### src/rtl/sdac_pkg.sv
package sdac_pkg;

   typedef enum logic {
      EDGE_RISE = 1'b0,
      EDGE_FALL = 1'b1
   } edge_kind_e;

   localparam int LINE_CS   = 0;
   localparam int LINE_SCLK = 1;
   localparam int LINE_SDI  = 2;
   localparam int LINE_CNT  = 3;

   localparam logic [LINE_CNT-1:0] LINE_IDLE = 3'b001;

endpackage

### src/rtl/sdac_sync.sv
module sdac_sync #(
   parameter int               WIDTH   = 3,
   parameter int               STAGES  = 2,
   parameter logic [WIDTH-1:0] RST_VAL = '0
) (
   input  logic             clk,
   input  logic             rst_n,
   input  logic [WIDTH-1:0] async_i,
   output logic [WIDTH-1:0] sync_o
);

   logic [WIDTH-1:0] stage_q [STAGES];

   generate
      if (STAGES < 2) begin : g_bad_stages
         $error("sdac_sync: STAGES must be at least 2");
      end

      for (genvar s = 0; s < STAGES; s++) begin : g_stage
         if (s == 0) begin : g_first
            always_ff @(posedge clk or negedge rst_n) begin
               if (!rst_n) stage_q[0] <= RST_VAL;
               else        stage_q[0] <= async_i;
            end
         end else begin : g_next
            always_ff @(posedge clk or negedge rst_n) begin
               if (!rst_n) stage_q[s] <= RST_VAL;
               else        stage_q[s] <= stage_q[s-1];
            end
         end
      end
   endgenerate

   assign sync_o = stage_q[STAGES-1];

endmodule

### src/rtl/sdac_edge.sv
module sdac_edge
   import sdac_pkg::*;
#(
   parameter edge_kind_e KIND    = EDGE_RISE,
   parameter logic       RST_VAL = 1'b0
) (
   input  logic clk,
   input  logic rst_n,
   input  logic level_i,
   output logic evt_o
);

   logic prev_q;

   always_ff @(posedge clk or negedge rst_n) begin
      if (!rst_n) prev_q <= RST_VAL;
      else        prev_q <= level_i;
   end

   generate
      if (KIND == EDGE_RISE) begin : g_rise
         assign evt_o = level_i & ~prev_q;
      end else begin : g_fall
         assign evt_o = ~level_i & prev_q;
      end
   endgenerate

   // an event of either kind lasts a single system cycle
   assert_evt_single_R6: assert property (@(posedge clk) disable iff (!rst_n)
      evt_o |=> !evt_o);

endmodule

### src/rtl/sdac_shift.sv
module sdac_shift #(
   parameter int SHIFT_W = 16
) (
   input  logic               clk,
   input  logic               rst_n,
   input  logic               shift_en_i,
   input  logic               bit_i,
   input  logic               out_evt_i,
   output logic [SHIFT_W-1:0] word_o,
   output logic               sdo_o
);

   logic [SHIFT_W-1:0] word_q;
   logic               sdo_q;

   always_ff @(posedge clk or negedge rst_n) begin
      if (!rst_n)          word_q <= '0;
      else if (shift_en_i) word_q <= {word_q[SHIFT_W-2:0], bit_i};
   end

   always_ff @(posedge clk or negedge rst_n) begin
      if (!rst_n)         sdo_q <= 1'b0;
      else if (out_evt_i) sdo_q <= word_q[SHIFT_W-1];
   end

   assign word_o = word_q;
   assign sdo_o  = sdo_q;

   // without a qualified shift the register stays put
   assert_frozen_R2: assert property (@(posedge clk) disable iff (!rst_n)
      !shift_en_i |=> $stable(word_q));

   // the cascade output only moves on a falling serial edge
   assert_sdo_hold_R7: assert property (@(posedge clk) disable iff (!rst_n)
      !out_evt_i |=> $stable(sdo_q));

endmodule

### src/rtl/sdac_hold.sv
module sdac_hold #(
   parameter int SHIFT_W  = 16,
   parameter int DATA_W   = 10,
   parameter int DATA_LSB = 2
) (
   input  logic               clk,
   input  logic               rst_n,
   input  logic               latch_i,
   input  logic [SHIFT_W-1:0] word_i,
   output logic [DATA_W-1:0]  value_o,
   output logic               load_o
);

   localparam int DATA_MSB = DATA_LSB + DATA_W - 1;

   logic [DATA_W-1:0] value_q;
   logic              load_q;

   always_ff @(posedge clk or negedge rst_n) begin
      if (!rst_n) begin
         value_q <= '0;
         load_q  <= 1'b0;
      end else begin
         load_q <= latch_i;
         if (latch_i) value_q <= word_i[DATA_MSB:DATA_LSB];
      end
   end

   assign value_o = value_q;
   assign load_o  = load_q;

   // the holding register moves only together with the strobe
   assert_hold_stable_R3: assert property (@(posedge clk) disable iff (!rst_n)
      !load_q |-> (value_q == $past(value_q)));

   // the strobe never spans two cycles
   assert_pulse_single_R6: assert property (@(posedge clk) disable iff (!rst_n)
      load_q |=> !load_q);

   // reset values
   always_comb begin
      if (!rst_n) begin
         assert_reset_clear_R8: assert ((value_q == '0) && !load_q);
      end
   end

endmodule

### src/rtl/sdac_serial_rx.sv
module sdac_serial_rx
   import sdac_pkg::*;
#(
   parameter int SHIFT_W     = 16,
   parameter int DATA_W      = 10,
   parameter int DATA_LSB    = 2,
   parameter int SYNC_STAGES = 2
) (
   input  logic              clk,
   input  logic              rst_n,
   input  logic              cs_n_in,
   input  logic              sclk_in,
   input  logic              sdi_in,
   output logic              sdo,
   output logic [DATA_W-1:0] dac_value,
   output logic              load_pulse
);

   localparam int FIELD_TOP = DATA_LSB + DATA_W;

   generate
      if (FIELD_TOP > SHIFT_W) begin : g_bad_field
         $error("sdac_serial_rx: data field exceeds shift register");
      end
      if (SHIFT_W < 2) begin : g_bad_shift
         $error("sdac_serial_rx: SHIFT_W must be at least 2");
      end
   endgenerate

   logic [LINE_CNT-1:0] lines_raw;
   logic [LINE_CNT-1:0] lines_sync;
   logic                cs_rise;
   logic                sclk_rise;
   logic                sclk_fall;
   logic                shift_en;
   logic [SHIFT_W-1:0]  shift_word;

   assign lines_raw[LINE_CS]   = cs_n_in;
   assign lines_raw[LINE_SCLK] = sclk_in;
   assign lines_raw[LINE_SDI]  = sdi_in;

   sdac_sync #(
      .WIDTH   (LINE_CNT),
      .STAGES  (SYNC_STAGES),
      .RST_VAL (LINE_IDLE)
   ) sync_i (
      .clk     (clk),
      .rst_n   (rst_n),
      .async_i (lines_raw),
      .sync_o  (lines_sync)
   );

   sdac_edge #(.KIND(EDGE_RISE), .RST_VAL(1'b1)) cs_rise_i (
      .clk     (clk),
      .rst_n   (rst_n),
      .level_i (lines_sync[LINE_CS]),
      .evt_o   (cs_rise)
   );

   sdac_edge #(.KIND(EDGE_RISE), .RST_VAL(1'b0)) sclk_rise_i (
      .clk     (clk),
      .rst_n   (rst_n),
      .level_i (lines_sync[LINE_SCLK]),
      .evt_o   (sclk_rise)
   );

   sdac_edge #(.KIND(EDGE_FALL), .RST_VAL(1'b0)) sclk_fall_i (
      .clk     (clk),
      .rst_n   (rst_n),
      .level_i (lines_sync[LINE_SCLK]),
      .evt_o   (sclk_fall)
   );

   assign shift_en = sclk_rise & ~lines_sync[LINE_CS];

   sdac_shift #(.SHIFT_W(SHIFT_W)) shift_i (
      .clk        (clk),
      .rst_n      (rst_n),
      .shift_en_i (shift_en),
      .bit_i      (lines_sync[LINE_SDI]),
      .out_evt_i  (sclk_fall),
      .word_o     (shift_word),
      .sdo_o      (sdo)
   );

   sdac_hold #(
      .SHIFT_W  (SHIFT_W),
      .DATA_W   (DATA_W),
      .DATA_LSB (DATA_LSB)
   ) hold_i (
      .clk     (clk),
      .rst_n   (rst_n),
      .latch_i (cs_rise),
      .word_i  (shift_word),
      .value_o (dac_value),
      .load_o  (load_pulse)
   );

   // rising and falling serial events never coincide
   assert_edge_excl_R1: assert property (@(posedge clk) disable iff (!rst_n)
      !(sclk_rise && sclk_fall));

   // a strobe follows a chip-select rise one cycle later
   assert_strobe_follows_R6: assert property (@(posedge clk) disable iff (!rst_n)
      cs_rise |=> load_pulse);

endmodule

### config.mk
export PLATFORM = sky130hd
export DESIGN_NAME = sdac_serial_rx
export DESIGN_NICKNAME = d
export VERILOG_FILES = /design/src/rtl/sdac_pkg.sv /design/src/rtl/sdac_sync.sv /design/src/rtl/sdac_edge.sv /design/src/rtl/sdac_shift.sv /design/src/rtl/sdac_hold.sv /design/src/rtl/sdac_serial_rx.sv
export SDC_FILE = /design/constraint.sdc
export NUM_CORES = 1
export LEC_CHECK = 0
export BUFFER_PORTS_ARGS = -buffer_cell sky130_fd_sc_hd__clkbuf_2
export CORE_MARGIN = 10
export CORE_UTILIZATION = 49
export CTS_CLUSTER_DIAMETER = 50
export DETAILED_ROUTE_END_ITERATION = 16
export GPL_ROUTABILITY_DRIVEN = 0
export PLACE_DENSITY = 0.71
export SLEW_MARGIN = 30
export SYNTH_ARGS = -nofsm -noshare
export SYNTH_HDL_FRONTEND = slang
export SYNTH_SLANG_ARGS = --single-unit
### constraint.sdc
create_clock -name clk -period 1.6 [get_ports clk]
set_clock_uncertainty 0.2 [all_clocks]
set_input_delay 0.32 -clock clk [delete_from_list [all_inputs] [get_ports clk]]
set_output_delay 0.32 -clock clk [all_outputs]
set_load 0.01 [all_outputs]
==> results.md, run 1 <==
* Maximum fanout encountered on the critical timing path at 10
* Netlist Area Pre-Place at between 1000 and 1500 µm²
* Path type of the worst setup path: flip-flop to flip-flop
* Detailed-routing iteration count for the pre-antenna-repair pass at 3
* Max-cap viol count at 0
* Setup tns final at 0 ns
* Final Net Count at 103
* Core Area at approximately 2500 µm²
* Top cells by count, synth: 33 x sky130_fd_sc_hd__dfrtp_1, 27 x sky130_fd_sc_hd__mux2_2, 3 x sky130_fd_sc_hd__dfstp_2
* Number of routed nets with antenna violations at 0
* Fraction of final layout cells sized beyond drive strength 1 at approximately three fifths
* Horizontal extent of the die at roughly 70 µm
* Number of vias after detailed routing at 632
* Post-Synthesis Net Count at 74
* DR DRC count at 0
* Final wirelength at 1860 µm
* Iteration-0 DRC Markers at 28
* Critical path endpoint category: flip-flop
* Worst min-delay path category: flip-flop to flip-flop
* Hold WS at roughly 0.16 ns
* Reported leakage power at between 0.7 and 0.8 nW
* Die height at about 70 µm
* Clock tree root buffer cell: sky130_fd_sc_hd__clkbuf_4
* Top FF cell, synth: sky130_fd_sc_hd__dfrtp_1
* Final Hold Fails at 0
* Placed instance count at approximately 120
* Final count of negative-setup-slack endpoints at 0
* Power density over the cells at around 1300 nW/µm²
* Number of antenna violations at the first check in global routing at 0
* Synth warnings at 0
* Per-cell routed wire length at ~14 µm
* Startpoint type of the worst setup path: flip-flop
* Detailed Place HPWL at 1220 µm
* Total overflow reported by the global router at 0
* Wire length of the first global-routing pass at ~3200 µm
* Result of the run: finished clean
* Yosys reg bits at 36
* Sequential standard cell area at between 900 and 1000 µm²
* Async set or reset register ratio after synthesis at 100%
* Largest net degree at the start of global routing at 37
* Clock latency of the later-clocked register in the worst-skew pair at between 0.3 and 0.4 ns
* Site Rows at 18
* Achievable Freq at approximately 0.68 GHz
* Maximum clock path buffer count at 2
* Number of library cell types mapped by synthesis at 9
* Vias per cell at 4.90
* Quantity of I/O buffers inserted on ports at 16
* Mean cell area of the mapped netlist at about 18 µm²
* Proportion of synthesized chip area in sequential cells at a little under three quarters
* Post-layout min period at between 1 and 1.5 ns
* Starting utilization of the core area at between 50% and 60%
* Critical path required time at between 1.5 and 2 ns
* RSZ-0062 raised after global routing: no
* Sink Count at 36
* Boundary pin count at 17
* Cell types occupying the most area after synthesis: sky130_fd_sc_hd__dfrtp_1 66%, sky130_fd_sc_hd__mux2_2 24%, sky130_fd_sc_hd__dfstp_2 6.3%
* Number of antenna repair diodes at 0
* Layout fillers at 200
* H-tree levels at 2
* Peak supply drop at around 1.0 mV
* Area of combinational cells with multiple inputs at roughly 340 µm²
* Final clock period utilization by the worst path at 92.2%
* Resized cells post-CTS at 0
* Cell count after synthesis at a little under 70
* Data arrival time of the critical path at roughly 1.5 ns
* Area delta synth->final at 20.1%
* Worst rel slew slack at about 88%
* TritonCTS buffer count at 5
* Yosys top cell area share at approximately two thirds
* Total die area at ~5000 µm²
* Most instantiated library cell after synthesis: sky130_fd_sc_hd__dfrtp_1
* Aggregate global-route resource usage at 8.49%
* Number of max-slew violations in the final report at 0
* Clock tree from TritonCTS: yes
* Cell Count, Final, Fillers Out at 129
* Vias in the first global route at ~720
* Cell type contributing the most total cell area after synthesis: sky130_fd_sc_hd__dfrtp_1
* Design Power at slightly above 2 mW
* Clk slew on worst S/H paths at ~0.1 ns
* Number of enable-type register cells in the synthesized netlist at 0
* Worst-margin pin slew at around 0.19 ns
[critical path, stage by stage (launching register included)]
cell	delay, ns
sky130_fd_sc_hd__dfrtp_1	0.42
sky130_fd_sc_hd__nor3b_4	0.20
sky130_fd_sc_hd__buf_4	0.21
sky130_fd_sc_hd__mux2_2	0.35
[layout by cell type (no fill, tap or decap)]
| cell | Yosys | routed |
|---|---|---|
| sky130_fd_sc_hd__dfstp_2 | 3 | 3 |
| sky130_fd_sc_hd__nor2b_1 | 1 | 1 |
| sky130_fd_sc_hd__buf_4 | 0 | 2 |
| sky130_fd_sc_hd__clkinv_4 | 0 | 1 |
| sky130_fd_sc_hd__inv_1 | 1 | 1 |
| sky130_fd_sc_hd__buf_12 | 0 | 2 |
| sky130_fd_sc_hd__nor3b_4 | 1 | 1 |
| sky130_fd_sc_hd__clkbuf_4 | 0 | 5 |
| sky130_fd_sc_hd__dlygate4sd3_1 | 0 | 4 |
| sky130_fd_sc_hd__nand2b_1 | 1 | 1 |
| sky130_fd_sc_hd__clkinv_2 | 0 | 2 |
| sky130_fd_sc_hd__mux2_2 | 27 | 27 |
| sky130_fd_sc_hd__dfrtp_1 | 33 | 33 |
| sky130_fd_sc_hd__clkbuf_2 | 0 | 16 |
[sequential cells by signal, indices dropped and copies added, names as in the netlist]
signal / flops
shift_i.word_o: 16
hold_i.value_o: 10
sync_i.stage_q: 3
sync_i.sync_o: 3
cs_rise_i.prev_q: 1
hold_i.load_o: 1
sclk_fall_i.prev_q: 1
shift_i.sdo_o: 1
[power breakdown]
part	switching [mW]	leakage (nW)	internal, mW
Combinational	0.143	0.268	0.214
Clock	0.306	0.0349	0.169
Sequential	0.103	0.460	1.10
Total	0.552	0.764	1.48
[kinds of logic (layout without fill, tap and decap cells)]
logic type             Yosys count  after routing  share of synthesized area (%)
buffers and inverters            3             33                           1.59
flip-flops                      36             36                           71.8
multiplexers                    27             27                           24.1
AND/OR/NAND/NOR                  3              3                           2.48
[metrics by stage]
stage | instance area (µm²) | utilization (%) | setup slack (ns)
after floorplan | 1260 | - | 0.0691
after global placement | 1420 | 57.7 | 0.170
after detailed placement | 1420 | 57.7 | 0.130
after CTS | 1510 | 61.6 | 0.113
after global routing | 1510 | 61.6 | 0.0416
final | 1510 | 61.6 | 0.125
[final timing paths]
| kind | from | endpoint | slack (ns) | cells past startpoint |
|---|---|---|---|---|
| max in group asynchronous | rst_n | sync_i.stage_q[3]$_DFF_PN1_ | 0.69 | 3 |
| max | sclk_fall_i.prev_q$_DFF_PN0_ | shift_i.word_o[11]$_DFFE_PN0P_ | 0.12 | 3 |
| max reg2reg | sclk_fall_i.prev_q$_DFF_PN0_ | shift_i.word_o[11]$_DFFE_PN0P_ | 0.12 | 3 |
| min in group asynchronous | rst_n | shift_i.word_o[6]$_DFFE_PN0P_ | 0.25 | 3 |
| min reg2reg | sync_i.stage_q[4]$_DFF_PN0_ | sync_i.sync_o[1]$_DFF_PN0_ | 0.16 | 0 |
| min | sync_i.stage_q[4]$_DFF_PN0_ | sync_i.sync_o[1]$_DFF_PN0_ | 0.16 | 0 |
[final cells by class]
| class | instances | area share [%] |
|---|---|---|
| flip-flops and latches | 36 | 59.8 |
| multi-input cells | 30 | 22.2 |
| repair buffers | 24 | 11.6 |
| clock buffers | 5 | 2.48 |
| well taps | 30 | 2.48 |
| clock inverters | 3 | 1.24 |
| inverters | 1 | 0.248 |
[metal layers]
metal | part of all wire, % | global-route usage (%)
met2 | 46 | 12.9
met4 | 4.6 | 7.74
met1 | 42 | 8.29
met3 | 7.4 | 4.32
met5 | 0 | 0
[repair_timing]
| item | in CTS | in global routing |
|---|---|---|
| setup buffers | 0 | 0 |
| endpoints found under the hold margin | 39 | 0 |
| hold buffers | 4 | 0 |
Power figures use the tool's default switching activity.
==> run 2, diff against run 1 <==
--- a/config.mk
+++ b/config.mk
@@ -12,6 +12,7 @@
 export DETAILED_ROUTE_END_ITERATION = 16
 export GPL_ROUTABILITY_DRIVEN = 0
 export PLACE_DENSITY = 0.71
+export SETUP_SLACK_MARGIN = 0.3
 export SLEW_MARGIN = 30
 export SYNTH_ARGS = -nofsm -noshare
 export SYNTH_HDL_FRONTEND = slang
==> run 2 against run 1 <==
- via count decreased by 0.79%
- first-iteration DRC count decreased by 29%
- register-to-register slack improved by 0.02 ns
- final area decreased by 0.33%
- sequential share of layout area increased by 0.20 points
- core utilization decreased by 0.20 points
- critical endpoint is now shift_i.word_o[5]$_DFFE_PN0P_
- cell count increased by 0.78%
- clock-buffer cell count increased by 1
- die area unchanged
- power increased by 0.80%
- maximum frequency increased by 1.7%
- clock power increased by 2%
==> results.md, run 2 (synthesis gave the netlist of run 1 again) <==
* Leading cell type in the layout, fill and taps excluded: sky130_fd_sc_hd__dfrtp_1
* Clock tree root buffer cell: sky130_fd_sc_hd__clkbuf_4
* Worst min-delay path category: flip-flop to flip-flop
* Wire length of the first global-routing pass at 3110 µm (-4.3%)
* Total die area at 5000 µm² (unchanged)
* Count of buffering cells on the critical path with inverters included at 1 (unchanged)
* Critical path required time at 1.62 ns (about the same)
* Detailed-routing iteration count for the pre-antenna-repair pass at 4 (+1)
* Placed instance count at 117 (unchanged)
* Cell-by-cell listing of the critical path: nor3b_4 -> buf_4 -> mux2_2
* Area of combinational cells with multiple inputs at 335 µm² (unchanged)
* Clock latency of the later-clocked register in the worst-skew pair at 0.33 ns (-0.02 ns)
* Fraction of final layout cells sized beyond drive strength 1 at 60.0% (+0.40 points)
* Area of all placed cells without fillers at 1510 µm² (-0.33%)
* Worst reg2reg path depth at 3 (unchanged)
* Vias in the first global route at 708 (-1.4%)
* Critical path endpoint category: flip-flop
* Achievable Freq at 0.689 GHz (+1.7%)
* TritonCTS buffer count at 5 (unchanged)
* Post-route worst setup slack at 0.149 ns (+0.0244 ns)
* Boundary pin count at 17 (unchanged)
* Worst rel slew slack at 71.1% (-16 points)
* Maximum clock path buffer count at 2 (unchanged)
* Layout fillers at 198 (-1.0%)
* Register-to-register setup slack at 0.15 ns (+0.02 ns)
* Slowest stage delay, CP at 0.42 ns (about the same)
* Number of antenna repair diodes at 0 (unchanged)
* Aggregate global-route resource usage at 7.94% (-0.55 points)
* Clk slew on worst S/H paths at 0.10 ns (about the same)
* Reported leakage power at 0.765 nW (+0.13%)
* Peak supply drop at 0.905 mV (-13%)
* Area delta synth->final at 19.7%
* Cell Count, Final, Fillers Out at 130 (+0.78%)
* Starting utilization of the core area at 51.3% (unchanged)
* Result of the run: finished clean
* Sequential standard cell area at 905 µm² (unchanged)
* Die height at 70.7 µm (unchanged)
* Max-cap viol count at 0 (unchanged)
* Clock tree from TritonCTS: yes
* Post-layout min period at 1.45 ns (-0.0244 ns)
* Number of routed nets with antenna violations at 0 (unchanged)
* Iteration-0 DRC Markers at 20 (-29%)
* HP Start: sync_i.stage_q[5]$_DFF_PN0_
* Worst r2r src: sclk_fall_i.prev_q$_DFF_PN0_
* RSZ-0062 raised after global routing: yes
* Endpoint of the worst hold-timing path: sync_i.sync_o[2]$_DFF_PN0_
* Quantity of I/O buffers inserted on ports at 16 (unchanged)
* Number of antenna violations at the first check in global routing at 0 (unchanged)
* Capture point of the worst reg-to-reg path: shift_i.word_o[5]$_DFFE_PN0P_
* Total overflow reported by the global router at 0 (unchanged)
* Vias per cell at 4.82 (-1.6%)
* Number of max-slew violations in the final report at 0 (unchanged)
* Final clock period utilization by the worst path at 90.7% (-1.5 points)
* Place WS at 0.137 ns (+0.00676 ns)
* Power density over the cells at 1360 nW/µm² (+1.1%)
* H-tree levels at 2 (unchanged)
* Worst-margin pin slew at 0.433 ns (+0.247 ns)
* Instance area after placement at 1390 µm² (-1.8%)
* Per-cell routed wire length at 13.5 µm (-6.4%)
* Maximum fanout encountered on the critical timing path at 6 (-4)
* Cell type group with the largest total delay on the critical path: flip-flops
* Horizontal extent of the die at 70.7 µm (unchanged)
* Data arrival time of the critical path at 1.47 ns (-0.04 ns)
* Final Hold Fails at 0 (unchanged)
* Largest net degree at the start of global routing at 37 (unchanged)
* Highest-count cells in the layout ignoring fill and taps: 33 x sky130_fd_sc_hd__dfrtp_1, 27 x sky130_fd_sc_hd__mux2_2, 14 x sky130_fd_sc_hd__clkbuf_2
* Final wirelength at 1760 µm (-5.6%)
* Hold path cells at 0 (unchanged)
* Final Net Count at 104 (+0.97%)
* Number of vias after detailed routing at 627 (-0.79%)
* Core Area at 2450 µm² (unchanged)
* Path type of the worst setup path: flip-flop to flip-flop
* Sink Count at 36 (unchanged)
* Startpoint type of the worst setup path: flip-flop
* Largest register FFs at 16 (unchanged)
* DR DRC count at 0 (unchanged)
* Site Rows at 18 (unchanged)
* Setup tns final at 0 ns (unchanged)
* Detailed Place HPWL at 1200 µm (-2.1%)
* Worst-path cell with the longest stage delay: sky130_fd_sc_hd__dfrtp_1
* Final count of negative-setup-slack endpoints at 0 (unchanged)
run 2: changes by cell type in the layout (fill, tap and decap cells not counted), sizes merged:
cell	previous run	this run
clkinv	3	2
clkbuf	21	20
buf	4	7
run 2: how the worst max path moves through the flow:
stage	startpoint	to	slack, ns	depth (start not counted)
after floorplan	sclk_fall_i.prev_q$_DFF_PN0_	shift_i.word_o[0]$_DFFE_PN0P_	0.07	3
after global placement	cs_rise_i.prev_q$_DFF_PN1_	hold_i.value_o[9]$_DFFE_PN0P_	0.15	3
after detailed placement	sclk_fall_i.prev_q$_DFF_PN0_	shift_i.word_o[8]$_DFFE_PN0P_	0.14	3
after CTS	sclk_fall_i.prev_q$_DFF_PN0_	shift_i.word_o[5]$_DFFE_PN0P_	0.15	3
after global routing	sclk_fall_i.prev_q$_DFF_PN0_	shift_i.word_o[5]$_DFFE_PN0P_	0.08	3
final	sclk_fall_i.prev_q$_DFF_PN0_	shift_i.word_o[5]$_DFFE_PN0P_	0.15	3
run 2: cell type report:
class / instances / area share, %
inverter: 1 / 0.249
multi-input combinational: 30 / 22.2
clock buffer: 6 / 3.40
clock inverter: 2 / 0.664
timing repair buffer: 25 / 11.0
tap: 30 / 2.49
sequential: 36 / 60.0
run 2: per-stage QoR:
stage	total power [mW]	hold slack [ns]	util [%]
finish	2.05	0.158	61.4
CTS	2.09	0.162	61.4
floorplan	1.42	-0.176	-
detailed placement	1.58	0.137	56.7
global route	2.18	0.170	61.4
global placement	1.56	0.139	56.7
run 2: where the power goes:
part	switching, mW	total (mW)	internal [mW]
registers	0.104	1.20	1.10
clock network	0.275	0.484	0.209
logic	0.144	0.363	0.219
total	0.523	2.05	1.53
run 2: repair_timing:
item | CTS | global route
cloned | 0 | 0
setup buffers | 1 | 0
gates resized for setup | 2 | 2
endpoints found under the setup margin | 38 | 38
hold buffers | 4 | 0
pin swaps | 0 | 0
hold endpoints to repair | 36 | 0
run 2: routing by layer:
metal / GRT usage, % / vias to the layer above / share of wire, %
met5: 0 / - / 0
met4: 6.45 / 0 / 3.6
li1: - / 292 / -
met3: 4.32 / 8 / 7.9
met2: 11.6 / 16 / 45
met1: 8.27 / 311 / 44
